### config.mk
export PLATFORM = sky130hd
export DESIGN_NAME = serial_accum_adder
export DESIGN_NICKNAME = d
export VERILOG_FILES = /design/src/rtl/sa_pkg.sv /design/src/rtl/sa_shift_reg.sv /design/src/rtl/sa_bit_cell.sv /design/src/rtl/sa_carry_store.sv /design/src/rtl/sa_step_ctrl.sv /design/src/rtl/serial_accum_adder.sv
export SDC_FILE = /design/constraint.sdc
export NUM_CORES = 1
export LEC_CHECK = 0
export ABC_CLOCK_PERIOD_IN_PS = 1320
export BUFFER_PORTS_ARGS = -buffer_cell sky130_fd_sc_hd__buf_2
export CORE_MARGIN = 3
export CORE_UTILIZATION = 44
export DETAILED_ROUTE_END_ITERATION = 10
export PLACE_DENSITY = 0.73
export SLEW_MARGIN = 0
export SYNTH_ARGS = -nofsm -noshare
export SYNTH_HDL_FRONTEND = slang
export SYNTH_SLANG_ARGS = --single-unit
### constraint.sdc
create_clock -name clk -period 1.32 [get_ports clk]
set_clock_uncertainty 0.05 [all_clocks]
set_input_delay 0.066 -clock clk [delete_from_list [all_inputs] [get_ports clk]]
set_output_delay 0.066 -clock clk [all_outputs]
set_load 0.01 [all_outputs]
### src/rtl/sa_pkg.sv
package sa_pkg;
  typedef enum logic [1:0] {
    REG_HOLD  = 2'd0,
    REG_LOAD  = 2'd1,
    REG_SHIFT = 2'd2
  } reg_op_e;
endpackage

### src/rtl/sa_shift_reg.sv
module sa_shift_reg
  import sa_pkg::*;
#(
  parameter int WIDTH = 8
) (
  input  logic             clk,
  input  logic             rst_n,
  input  reg_op_e          op,
  input  logic [WIDTH-1:0] par_in,
  input  logic             ser_in,
  output logic [WIDTH-1:0] q
);
  // Each bit either holds, takes its parallel input, or takes its upper neighbour.
  for (genvar i = 0; i < WIDTH; i++) begin : g_bit
    logic from_above;
    if (i == WIDTH - 1) begin : g_top
      assign from_above = ser_in;
    end else begin : g_mid
      assign from_above = q[i+1];
    end

    always_ff @(posedge clk or negedge rst_n) begin
      if (!rst_n) begin
        q[i] <= 1'b0;
      end else begin
        unique case (op)
          REG_LOAD:  q[i] <= par_in[i];
          REG_SHIFT: q[i] <= from_above;
          default:   q[i] <= q[i];
        endcase
      end
    end
  end
endmodule

### src/rtl/sa_bit_cell.sv
module sa_bit_cell (
  input  logic x,
  input  logic y,
  input  logic cin,
  output logic sum,
  output logic set_c,
  output logic clr_c
);
  // Sum bit plus the set/clear terms for the carry store.
  always_comb begin
    sum   = x ^ y ^ cin;
    set_c = x & y;
    clr_c = ~(x | y);
  end
endmodule

### src/rtl/sa_carry_store.sv
module sa_carry_store (
  input  logic clk,
  input  logic rst_n,
  input  logic clr,
  input  logic en,
  input  logic set_c,
  input  logic clr_c,
  output logic q
);
  always_ff @(posedge clk or negedge rst_n) begin
    if (!rst_n) begin
      q <= 1'b0;
    end else if (clr) begin
      q <= 1'b0;
    end else if (en) begin
      unique case ({set_c, clr_c})
        2'b10:   q <= 1'b1;
        2'b01:   q <= 1'b0;
        2'b11:   q <= ~q;
        default: q <= q;
      endcase
    end
  end
endmodule

### src/rtl/sa_step_ctrl.sv
module sa_step_ctrl
  import sa_pkg::*;
#(
  parameter int WIDTH = 8
) (
  input  logic    clk,
  input  logic    rst_n,
  input  logic    load,
  input  logic    cont,
  input  logic    step_req,
  output reg_op_e a_op,
  output reg_op_e b_op,
  output logic    carry_clr,
  output logic    carry_en,
  output logic    fire,
  output logic    busy,
  output logic    done
);
  localparam int CNT_W = (WIDTH > 1) ? $clog2(WIDTH) : 1;
  localparam logic [CNT_W-1:0] LAST = CNT_W'(WIDTH - 1);

  logic [CNT_W-1:0] cnt;
  logic             cmd;

  always_comb begin
    cmd       = load | cont;
    fire      = busy & step_req & ~cmd;
    carry_clr = cmd;
    carry_en  = fire;
    if (load) begin
      a_op = REG_LOAD;
      b_op = REG_LOAD;
    end else if (fire) begin
      a_op = REG_SHIFT;
      b_op = REG_SHIFT;
    end else begin
      a_op = REG_HOLD;
      b_op = REG_HOLD;
    end
  end

  always_ff @(posedge clk or negedge rst_n) begin
    if (!rst_n) begin
      cnt  <= '0;
      busy <= 1'b0;
      done <= 1'b0;
    end else if (cmd) begin
      cnt  <= '0;
      busy <= 1'b1;
      done <= 1'b0;
    end else if (fire) begin
      if (cnt == LAST) begin
        cnt  <= '0;
        busy <= 1'b0;
        done <= 1'b1;
      end else begin
        cnt  <= cnt + 1'b1;
        done <= 1'b0;
      end
    end else begin
      done <= 1'b0;
    end
  end
endmodule

### src/rtl/serial_accum_adder.sv
module serial_accum_adder
  import sa_pkg::*;
#(
  parameter int WIDTH = 8
) (
  input  logic             clk,
  input  logic             rst_n,
  input  logic             load,
  input  logic             cont,
  input  logic [WIDTH-1:0] a_init,
  input  logic [WIDTH-1:0] b_init,
  input  logic             step_en,
  input  logic             in_valid,
  input  logic             in_bit,
  output logic             in_ready,
  output logic [WIDTH-1:0] acc_q,
  output logic             carry_out,
  output logic             busy,
  output logic             done
);
  reg_op_e          a_op, b_op;
  logic             carry_clr, carry_en, fire;
  logic             sum_bit, set_c, clr_c;
  logic [WIDTH-1:0] b_q;

  assign in_ready = busy & step_en & ~load & ~cont;

  sa_step_ctrl #(.WIDTH(WIDTH)) u_ctrl (
    .clk(clk), .rst_n(rst_n), .load(load), .cont(cont),
    .step_req(step_en & in_valid),
    .a_op(a_op), .b_op(b_op), .carry_clr(carry_clr), .carry_en(carry_en),
    .fire(fire), .busy(busy), .done(done)
  );

  sa_shift_reg #(.WIDTH(WIDTH)) u_acc (
    .clk(clk), .rst_n(rst_n), .op(a_op), .par_in(a_init),
    .ser_in(sum_bit), .q(acc_q)
  );

  sa_shift_reg #(.WIDTH(WIDTH)) u_opnd (
    .clk(clk), .rst_n(rst_n), .op(b_op), .par_in(b_init),
    .ser_in(in_bit), .q(b_q)
  );

  sa_bit_cell u_cell (
    .x(acc_q[0]), .y(b_q[0]), .cin(carry_out),
    .sum(sum_bit), .set_c(set_c), .clr_c(clr_c)
  );

  sa_carry_store u_carry (
    .clk(clk), .rst_n(rst_n), .clr(carry_clr), .en(carry_en),
    .set_c(set_c), .clr_c(clr_c), .q(carry_out)
  );
endmodule

Yosys cells after proc, flatten, opt, wreduce, memory -nomap -nowiden
Index checks and enable logic that the tools add are counted.
Widths: inputs -> output; s select.
{"block": "totals", "in_bits": 23, "ff_bits": 22}
{"block": "classes", "muxes": 30, "eq_ne": 6, "bitwise_logic": 16, "n_reduce_logical": 6, "n_addsub": 1}
{"cell": "$pmux 1 s2", "n": 16}
{"cell": "$mux 3", "n": 3}
{"cell": "$mux 1", "n": 8}
{"cell": "$and 1x1->1", "n": 7}
{"cell": "$eq 2x2->1 const B", "n": 3}
{"cell": "$reduce_bool 2->1", "n": 3}
{"cell": "$not 1->1", "n": 5}
{"cell": "$eq 2x1->1 const B", "n": 2}
{"cell": "$mux 2", "n": 2}
{"cell": "$reduce_and 2->1", "n": 2}
{"cell": "$reduce_bool 4->1", "n": 1}
{"cell": "$add 3x1->3 const B", "n": 1}
{"cell": "$eq 3x3->1 const B", "n": 1}
{"cell": "$pmux 1 s3", "n": 1}
{"cell": "$or 1x1->1", "n": 2}
{"cell": "$xor 1x1->1", "n": 2}

Depth between registers and ports, before layout
Gate-level depths: netlist of run 1.
{"block": "logic_depth", "word_depth": 7, "mapped_depth": 5, "depth_no_buf": 5}

By module
Synthesis of run 1 repeated with hierarchy kept, for this count alone.
{"block": "unflattened", "cells_unflattened": 135, "area_unflattened_um2": 1345.0}
{"mod": "sa_shift_reg", "cells_per_inst": 43, "instances": 2, "seq_area_each_um2": 200.2, "area_per_inst_um2": 441.7}
{"mod": "sa_step_ctrl", "cells_per_inst": 31, "instances": 1, "seq_area_each_um2": 125.1, "area_per_inst_um2": 311.5}
{"mod": "sa_carry_store", "cells_per_inst": 11, "instances": 1, "seq_area_each_um2": 25.0, "area_per_inst_um2": 90.1}
{"mod": "sa_bit_cell", "cells_per_inst": 5, "instances": 1, "seq_area_each_um2": 0.0, "area_per_inst_um2": 41.3}
{"mod": "serial_accum_adder", "cells_per_inst": 2, "instances": 1, "seq_area_each_um2": 0.0, "area_per_inst_um2": 18.8}

Worst setup path before layout of run 1
OpenSTA, ideal clock, no wires.
{"block": "synth_timing", "path_type": "flip-flop to flip-flop", "start": "reg u_ctrl.busy", "end": "reg u_acc.q[1], in the netlist u_acc.g_bit[0].from_above", "path_slack_ps": -85, "stages_incl_launch_ff": 5, "synth_period_minus_slack_ps": 1405, "path_buffers": 1, "arrival_time_ps": 1229, "cell_sequence": "dfrtp_1 and3_1 a21oi_2 buf_2 a221o_1"}
{"block": "synth_between", "elab_chain_cells": 6, "elab_cells_between_ends": 8, "cone_classes": "eq/ne: 2; mux: 3; bitwise: 2; reduce/logical: 1"}
{"element": "from (decl)", "line_no": "sa_step_ctrl.sv:16", "rtl": "output logic busy,"}
{"element": "from (signal assigned)", "line_no": "sa_step_ctrl.sv:45", "rtl": "busy <= 1'b0;"}
{"element": "from (signal assigned)", "line_no": "sa_step_ctrl.sv:49", "rtl": "busy <= 1'b1;"}
{"element": "from (signal assigned)", "line_no": "sa_step_ctrl.sv:54", "rtl": "busy <= 1'b0;"}
{"element": "$and 1x1->1 (*) (2 in a row)", "line_no": "sa_step_ctrl.sv:27", "rtl": "fire = busy & step_req & ~cmd;"}
{"element": "$mux 2 (*)", "line_no": "sa_step_ctrl.sv:33", "rtl": "end else if (fire) begin"}
{"element": "$mux 2 (*)", "line_no": "sa_step_ctrl.sv:30", "rtl": "if (load) begin"}
{"element": "$eq 2x2->1 or $eq 2x1->1 (tied branches)", "line_no": "sa_shift_reg.sv:26", "rtl": "unique case (op)"}
{"element": "$pmux 1 s2 or $reduce_bool 2->1 (tied branches)"}
{"element": "to (signal, indexed assignment)", "line_no": "sa_shift_reg.sv:27", "rtl": "REG_LOAD: q[i] <= par_in[i];"}
{"element": "to (signal, indexed assignment)", "line_no": "sa_shift_reg.sv:28", "rtl": "REG_SHIFT: q[i] <= from_above;"}
{"element": "to (signal, indexed assignment)", "line_no": "sa_shift_reg.sv:29", "rtl": "default: q[i] <= q[i];"}
{"element": "to (decl)", "line_no": "sa_shift_reg.sv:11", "rtl": "output logic [WIDTH-1:0] q"}
Every way passes the cells marked *; elsewhere a longest branch is shown, timed or not.
A chain may end at the register's enable or synchronous reset.

Final worst setup path of run 1
{"block": "layout_timing", "start": "reg u_ctrl.cnt[0]", "end": "reg u_ctrl.cnt[0]"}
{"block": "layout_between", "elab_chain_cells": 4, "elab_cells_between_ends": 5, "cone_classes": "add/sub: 1; eq/ne: 1; mux: 3"}
{"element": "from (decl)", "line_no": "sa_step_ctrl.sv:22", "rtl": "logic [CNT_W-1:0] cnt;"}
{"element": "from (signal assigned)", "line_no": "sa_step_ctrl.sv:57", "rtl": "cnt <= cnt + 1'b1;"}
{"element": "$add 3x1->3 or $eq 3x3->1 (tied branches)", "line_no": "sa_step_ctrl.sv:57, sa_step_ctrl.sv:52"}
{"element": "$mux 3 (*)", "line_no": "sa_step_ctrl.sv:52", "rtl": "if (cnt == LAST) begin"}
{"element": "$mux 3 (*)", "line_no": "sa_step_ctrl.sv:51", "rtl": "end else if (fire) begin"}
{"element": "$mux 3 (*)", "line_no": "sa_step_ctrl.sv:47", "rtl": "end else if (cmd) begin"}
Every way passes the cells marked *; elsewhere a longest branch is shown, timed or not. The select of a mux whose other input is x is not followed.

==> results.json, run 1 <==
{
  "cp_top_family": "flip-flops",
  "cp.arrival_ps": 1540,
  "cts_buffers": 3,
  "cp_cell_sequence": "ha_2 -> ha_4 -> or3_4 -> a21oi_2",
  "drv_slew": 0,
  "yosys_warnings": 0,
  "critPathSlowestCell": "dfrtp_1",
  "ios": 35,
  "drc": 0,
  "path_buf_inv": 0,
  "busiest_layer": "met2",
  "start_kind": "flip-flop",
  "gr-total-overflow": 0,
  "final.setup.tns_ps": -28.6,
  "path_max_fanout": 2,
  "die_area_sq_um": 3170,
  "grt_setup_unrepaired": "true",
  "grt_max_degree": 23,
  "grt_use_met1": 0.228,
  "viasPerCell": 5.24,
  "critical_path_class": "reg -> reg",
  "met2_usage": 0.284,
  "port_buffers": 34,
  "drive_above_1_share": 0.423,
  "cts.sinks": 22,
  "cp-end-kind": "flip-flop",
  "synth.net_count": 126,
  "ys_types": 26,
  "synth_ff_type": "dfrtp_1",
  "critical-path-max-stage-delay_ps": 420,
  "setup_slack_ps": -28.6,
  "clk_latency_ps": 310,
  "grt_pass1_vias": 936,
  "drtPass1Iterations": 4,
  "vias": 927,
  "final_net_count": 177,
  "wl_per_cell_microns": 14.6,
  "min_period_ps": 1350,
  "fin_hold_ws_ps": 14.2,
  "path_clk_slew_ps": 120,
  "grt.total_usage": 0.177,
  "outcome": "complete, but fails checks",
  "grt_pass1_wl_mm": 4.40,
  "areaGrowthSynthToFinish_pct": 40.4,
  "dr.first_iter.drc_count": 17,
  "ant_nets": 0,
  "cp.required_ps": 1520,
  "fmaxAchievable_ghz": 0.741,
  "hpwlAfterDp_mm": 1.77,
  "synth-async-reset-ratio": 1.00,
  "cap_viol_max_count": 0,
  "avgSynthCellArea_sq_um": 11.2,
  "hold_path_class": "in -> reg",
  "relSlewSlack": 0.682,
  "p_total_uw": 1590,
  "antennaDiodeCount": 0,
  "fill_cells": 191,
  "synth_seq_area_share": 0.495,
  "powerDensity_nw_per_um2": 1020,
  "synthesis.area_sq_um": 1110,
  "synth_edf_count": 0,
  "worstMarginPinSlew_ps": 477,
  "start_util": 0.484,
  "hold_viol": 0,
  "grtUsageMet3": 0.0368,
  "core_sq_um": 2300,
  "synth_cells": 99,
  "vdd_drop_max_mv": 1.02,
  "failed_checks": "setup timing",
  "rows": 17,
  "fin_crit_sh": 1.02,
  "ys_ff_latch": 22,
  "cts_buffer_depth": 2,
  "setup-violations-final": 1,
  "drt-total-wl_mm": 2.58,
  "cts_root_buf": "clkbuf_4",
  "cts_tree": "built",
  "antenna_found_initial": 0,
  "die_h_microns": 56.3,
  "gp_congestion": 0.759,
  "die_w_microns": 56.3,
  "cts_max_level": 1,
  "power.leakage_uw": 0.000736
}
what timing repair did:
action	in CTS	in global routing
pin swaps	4	3
endpoints found under the setup margin	18	4
buffers inserted	3	1
hold endpoints to repair	30	2
hold buffers	9	2
resized for setup	4	4
cell families (layout without fill, tap and decap cells):
group,count (synthesis),in the layout,synth area share
compound gates,23,23,0.184
xor+xnor,1,1,0.00788
fa+ha+maj,4,4,0.0450
buf+inv,16,66,0.0922
flops,22,22,0.495
simple gates,33,33,0.175
synth_stat cells (all sizes together), types with 2 or more instances:
master  number  share of area
a21oi        4          0.021
a221o       16           0.14
ha           4          0.045
buf         11          0.075
inv          4          0.013
and2        16          0.090
nand2        6          0.020
nor2         2          0.013
dfrtp       22           0.49
or3          2          0.011
state kept, by name, indices dropped and copies added, names as in the netlist:
name and cells:
u_acc.g_bit.from_above 7, u_opnd.g_bit.from_above 7, u_ctrl.cnt 3, u_acc.q 1
u_carry.q 1, u_ctrl.busy 1, u_ctrl.done 1, u_opnd.q 1
final cells by class:
type / count / area, sq um / area share
Clock buffer: 3 / 22.5 / 0.0144
Clock inverter: 1 / 30.0 / 0.0192
Inverter: 4 / 15.0 / 0.00962
Multi-Input combinational cell: 61 / 513 / 0.329
Sequential cell: 22 / 552 / 0.353
Tap cell: 28 / 35.0 / 0.0224
Timing Repair Buffer: 58 / 394 / 0.252
cells in the final DEF, fill, tap and decap left out, types with 2 or more instances in the layout:
cell / n
a221o_1: 16
nand2_1: 6
buf_4: 11
a21oi_1: 2
clkbuf_4: 3
buf_2: 34
and2_1: 16
inv_1: 2
inv_2: 2
dfrtp_1: 21
dlygate4sd3_1: 11
ha_4: 2
metal layers:
layer  vias up  share of wire
met1       445           0.44
met4         0          0.019
met2        24           0.49
met3         5          0.050
met5         -              0
li1        453              -
metrics by stage:
| step | setup WS [ps] | std cells | cell area [sq um] | utilization |
|---|---|---|---|---|
| floorplan | 1.03 | 99 | 1130 | - |
| global placement | -163 | 158 | 1330 | 0.577 |
| detailed placement | -206 | 158 | 1330 | 0.577 |
| CTS | -16.5 | 174 | 1510 | 0.658 |
| global route | -59.2 | 177 | 1560 | 0.680 |
| finish | -28.6 | 177 | 1560 | 0.680 |
report_power, final:
part           total, uW  switching (uW)  internal [uW]
clock                515             208            307
combinational        309             135            174
sequential           767            41.3            726
path summary, 6_finish.rpt:
check | cells past startpoint | endpoint | slack [ps] | startpoint
worst max-delay path | 4 | u_ctrl.cnt[0] | -30 | u_ctrl.cnt[0]
min in group asynchronous | 2 | u_acc.g_bit[3].from_above | 180 | rst_n
worst min-delay path | 3 | u_opnd.g_bit[5].from_above | 10 | b_init[6]
max in group asynchronous | 2 | u_ctrl.busy | 690 | rst_n
worst max register to register | 4 | u_ctrl.cnt[0] | -30 | u_ctrl.cnt[0]
worst min register to register | 1 | u_opnd.g_bit[2].from_above | 480 | u_opnd.g_bit[2].from_above
tightest hold or removal path, delay by kind of cell:
kind	cells	cell delay (ps)
buf+inv	1	70
compound gates	1	100
simple gates	1	110
Power figures use the tool's default switching activity.
==> run 2, diff against run 1 <==
--- a/config.mk
+++ b/config.mk
@@ -7,10 +7,12 @@
 export LEC_CHECK = 0
 export ABC_CLOCK_PERIOD_IN_PS = 1320
 export BUFFER_PORTS_ARGS = -buffer_cell sky130_fd_sc_hd__buf_2
-export CORE_MARGIN = 3
+export CORE_MARGIN = 2
 export CORE_UTILIZATION = 44
+export CTS_BUF_LIST = sky130_fd_sc_hd__clkbuf_16
 export DETAILED_ROUTE_END_ITERATION = 10
 export PLACE_DENSITY = 0.73
+export RECOVER_POWER = 50
 export SLEW_MARGIN = 0
 export SYNTH_ARGS = -nofsm -noshare
 export SYNTH_HDL_FRONTEND = slang
==> run 2 against run 1 <==
Effect of this change:
- count of clock-buffer cells in the layout unchanged
- critical path type unchanged
- highest routed layer unchanged
- the flow still finishes with violations (setup timing)
- worst hold slack got worse by 12 ps
- sequential power about the same
- non-clock buffer count fell by 11
==> results.json, run 2 (synthesized netlist as in run 1, its figures left out) <==
{
  "grt_pass1_vias": 897,
  "reg2reg_depth": 4,
  "power.internal_uw": 1300,
  "die_h_microns": 54.3,
  "cp-end-kind": "flip-flop",
  "met1Wirelength_mm": 1.04,
  "r2r_slack_ps": -20,
  "viasPerCell": 5.30,
  "rows": 18,
  "start_util": 0.457,
  "vdd_drop_max_mv": 0.760,
  "grt.total_usage": 0.179,
  "fill_cells": 216,
  "cap_viol_max_count": 0,
  "hold_path_class": "in -> reg",
  "hpwlAfterDp_mm": 1.74,
  "final_net_count": 166,
  "setup_slack_ps": -18.4,
  "wl_met3_microns": 150,
  "grt_max_degree": 23,
  "wl_per_cell_microns": 14.4,
  "drtPass1Iterations": 4,
  "drive_above_1_share": 0.442,
  "drc": 0,
  "final_common_cell": "buf_2",
  "path_max_fanout": 2,
  "critical_path_class": "reg -> reg",
  "vias": 890,
  "cts_root_buf": "clkbuf_16",
  "hold_viol": 0,
  "failed_checks": "setup timing",
  "power.switching_uw": 408,
  "worstMarginPinSlew_ps": 541,
  "drv_slew": 0,
  "cts_buffers": 3,
  "cts_max_level": 1,
  "grt_setup_unrepaired": "true",
  "fin_crit_sh": 1.01,
  "pre_cts_ws_ps": -197,
  "core_sq_um": 2430,
  "path_clk_slew_ps": 60,
  "wl_met2_mm": 1.22,
  "port_buffers": 34,
  "gr-total-overflow": 0,
  "cts_tree": "built",
  "outcome": "complete, but fails checks",
  "fmaxAchievable_ghz": 0.747,
  "gp_congestion": 0.804,
  "cts_buffer_depth": 2,
  "antennaDiodeCount": 0,
  "p_comb_frac": 0.177,
  "power.leakage_uw": 0.000699,
  "ios": 35,
  "grt_pass1_wl_mm": 3.82,
  "cp.required_ps": 1450,
  "antenna_found_initial": 0,
  "finalInstanceArea_sq_um": 1500,
  "clock_power_share": 0.372,
  "r2r-end": "u_ctrl.cnt[0]",
  "startpoint": "u_ctrl.cnt[0]",
  "setup-violations-final": 2,
  "die_area_sq_um": 2950,
  "placed_area_sq_um": 1340,
  "ant_nets": 0,
  "cp.arrival_ps": 1470,
  "relSlewSlack": 0.639,
  "min_period_ps": 1340,
  "drt-total-wl_mm": 2.42,
  "cp-endpoint": "u_ctrl.cnt[0]",
  "dr.first_iter.drc_count": 10,
  "clk_latency_ps": 250,
  "swShare": 0.240,
  "seq_power_share": 0.451,
  "cts.sinks": 22,
  "start_kind": "flip-flop",
  "die_w_microns": 54.3,
  "final_cell_mix": "buf_2, dfrtp_1, and2_1, a221o_1, buf_4",
  "top_layer": "met4",
  "powerDensity_nw_per_um2": 1140,
  "areaGrowthSynthToFinish_pct": 34.5,
  "rr_startpoint": "u_ctrl.cnt[0]"
}
-- run 2: worst min-delay path by stage --
stage	end	cells past startpoint	slack, ps	start
final	u_opnd.g_bit[6].from_above	2	3	in_bit
after global routing	u_opnd.g_bit[6].from_above	2	2	in_bit
after CTS	u_opnd.g_bit[6].from_above	2	4	in_bit
after detailed placement	u_ctrl.done	1	20	rst_n
after global placement	u_ctrl.done	1	-2	rst_n
after floorplan	u_acc.g_bit[0].from_above	0	-280	rst_n
-- run 2: what timing repair did --
item | in CTS | in global routing
hold buffers | 1 | 0
gates resized for setup | 5 | 5
setup endpoints to repair | 18 | 18
setup buffers | 0 | 1
pin swaps | 2 | 2
endpoints found under the hold margin | 22 | 0
-- run 2: power groups by stage --
| stage | Clock [uW] | Combinational, uW | Sequential [uW] |
|---|---|---|---|
| floorplan | 0 | 178 | 768 |
| CTS | 645 | 282 | 767 |
| global placement | 0 | 250 | 775 |
| finish | 634 | 302 | 768 |
| detailed placement | 0 | 262 | 776 |
| global route | 685 | 333 | 775 |
-- run 2: critical path: stages, from the launching register on --
cell and delay, ps:
dfrtp_1 390, ha_2 180, ha_2 170, or3_4 360, a21oi_2 120
-- run 2: area by class of cell --
type                       instances  area, sq um  share of cell area
inverter                           4         15.0              0.0100
timing repair buffer              47          290               0.194
multi-input combinational         61          523               0.349
tap                               30         37.5              0.0251
clock inverter                     1         3.75             0.00251
clock buffer                       3         75.1              0.0502
sequential                        22          552               0.369
-- run 2: metal layers --
metal | GRT usage | up-vias
met5 | 0 | -
met4 | 0.0625 | 0
met3 | 0.0273 | 2
met2 | 0.305 | 31
met1 | 0.231 | 428
li1 | - | 429
-- run 2: through the flow --
stage | cells | TNS (ps) | power (uW) | hold WS, ps | util
after global placement | 162 | -2200 | 1020 | -1.88 | 0.552
final | 168 | -31.3 | 1700 | 2.63 | 0.615
after global routing | 168 | -158 | 1790 | 2.38 | 0.615
after detailed placement | 162 | -2990 | 1040 | 17.1 | 0.552
after floorplan | 99 | 0 | 947 | -280 | -
after CTS | 167 | -29.6 | 1690 | 3.87 | 0.599
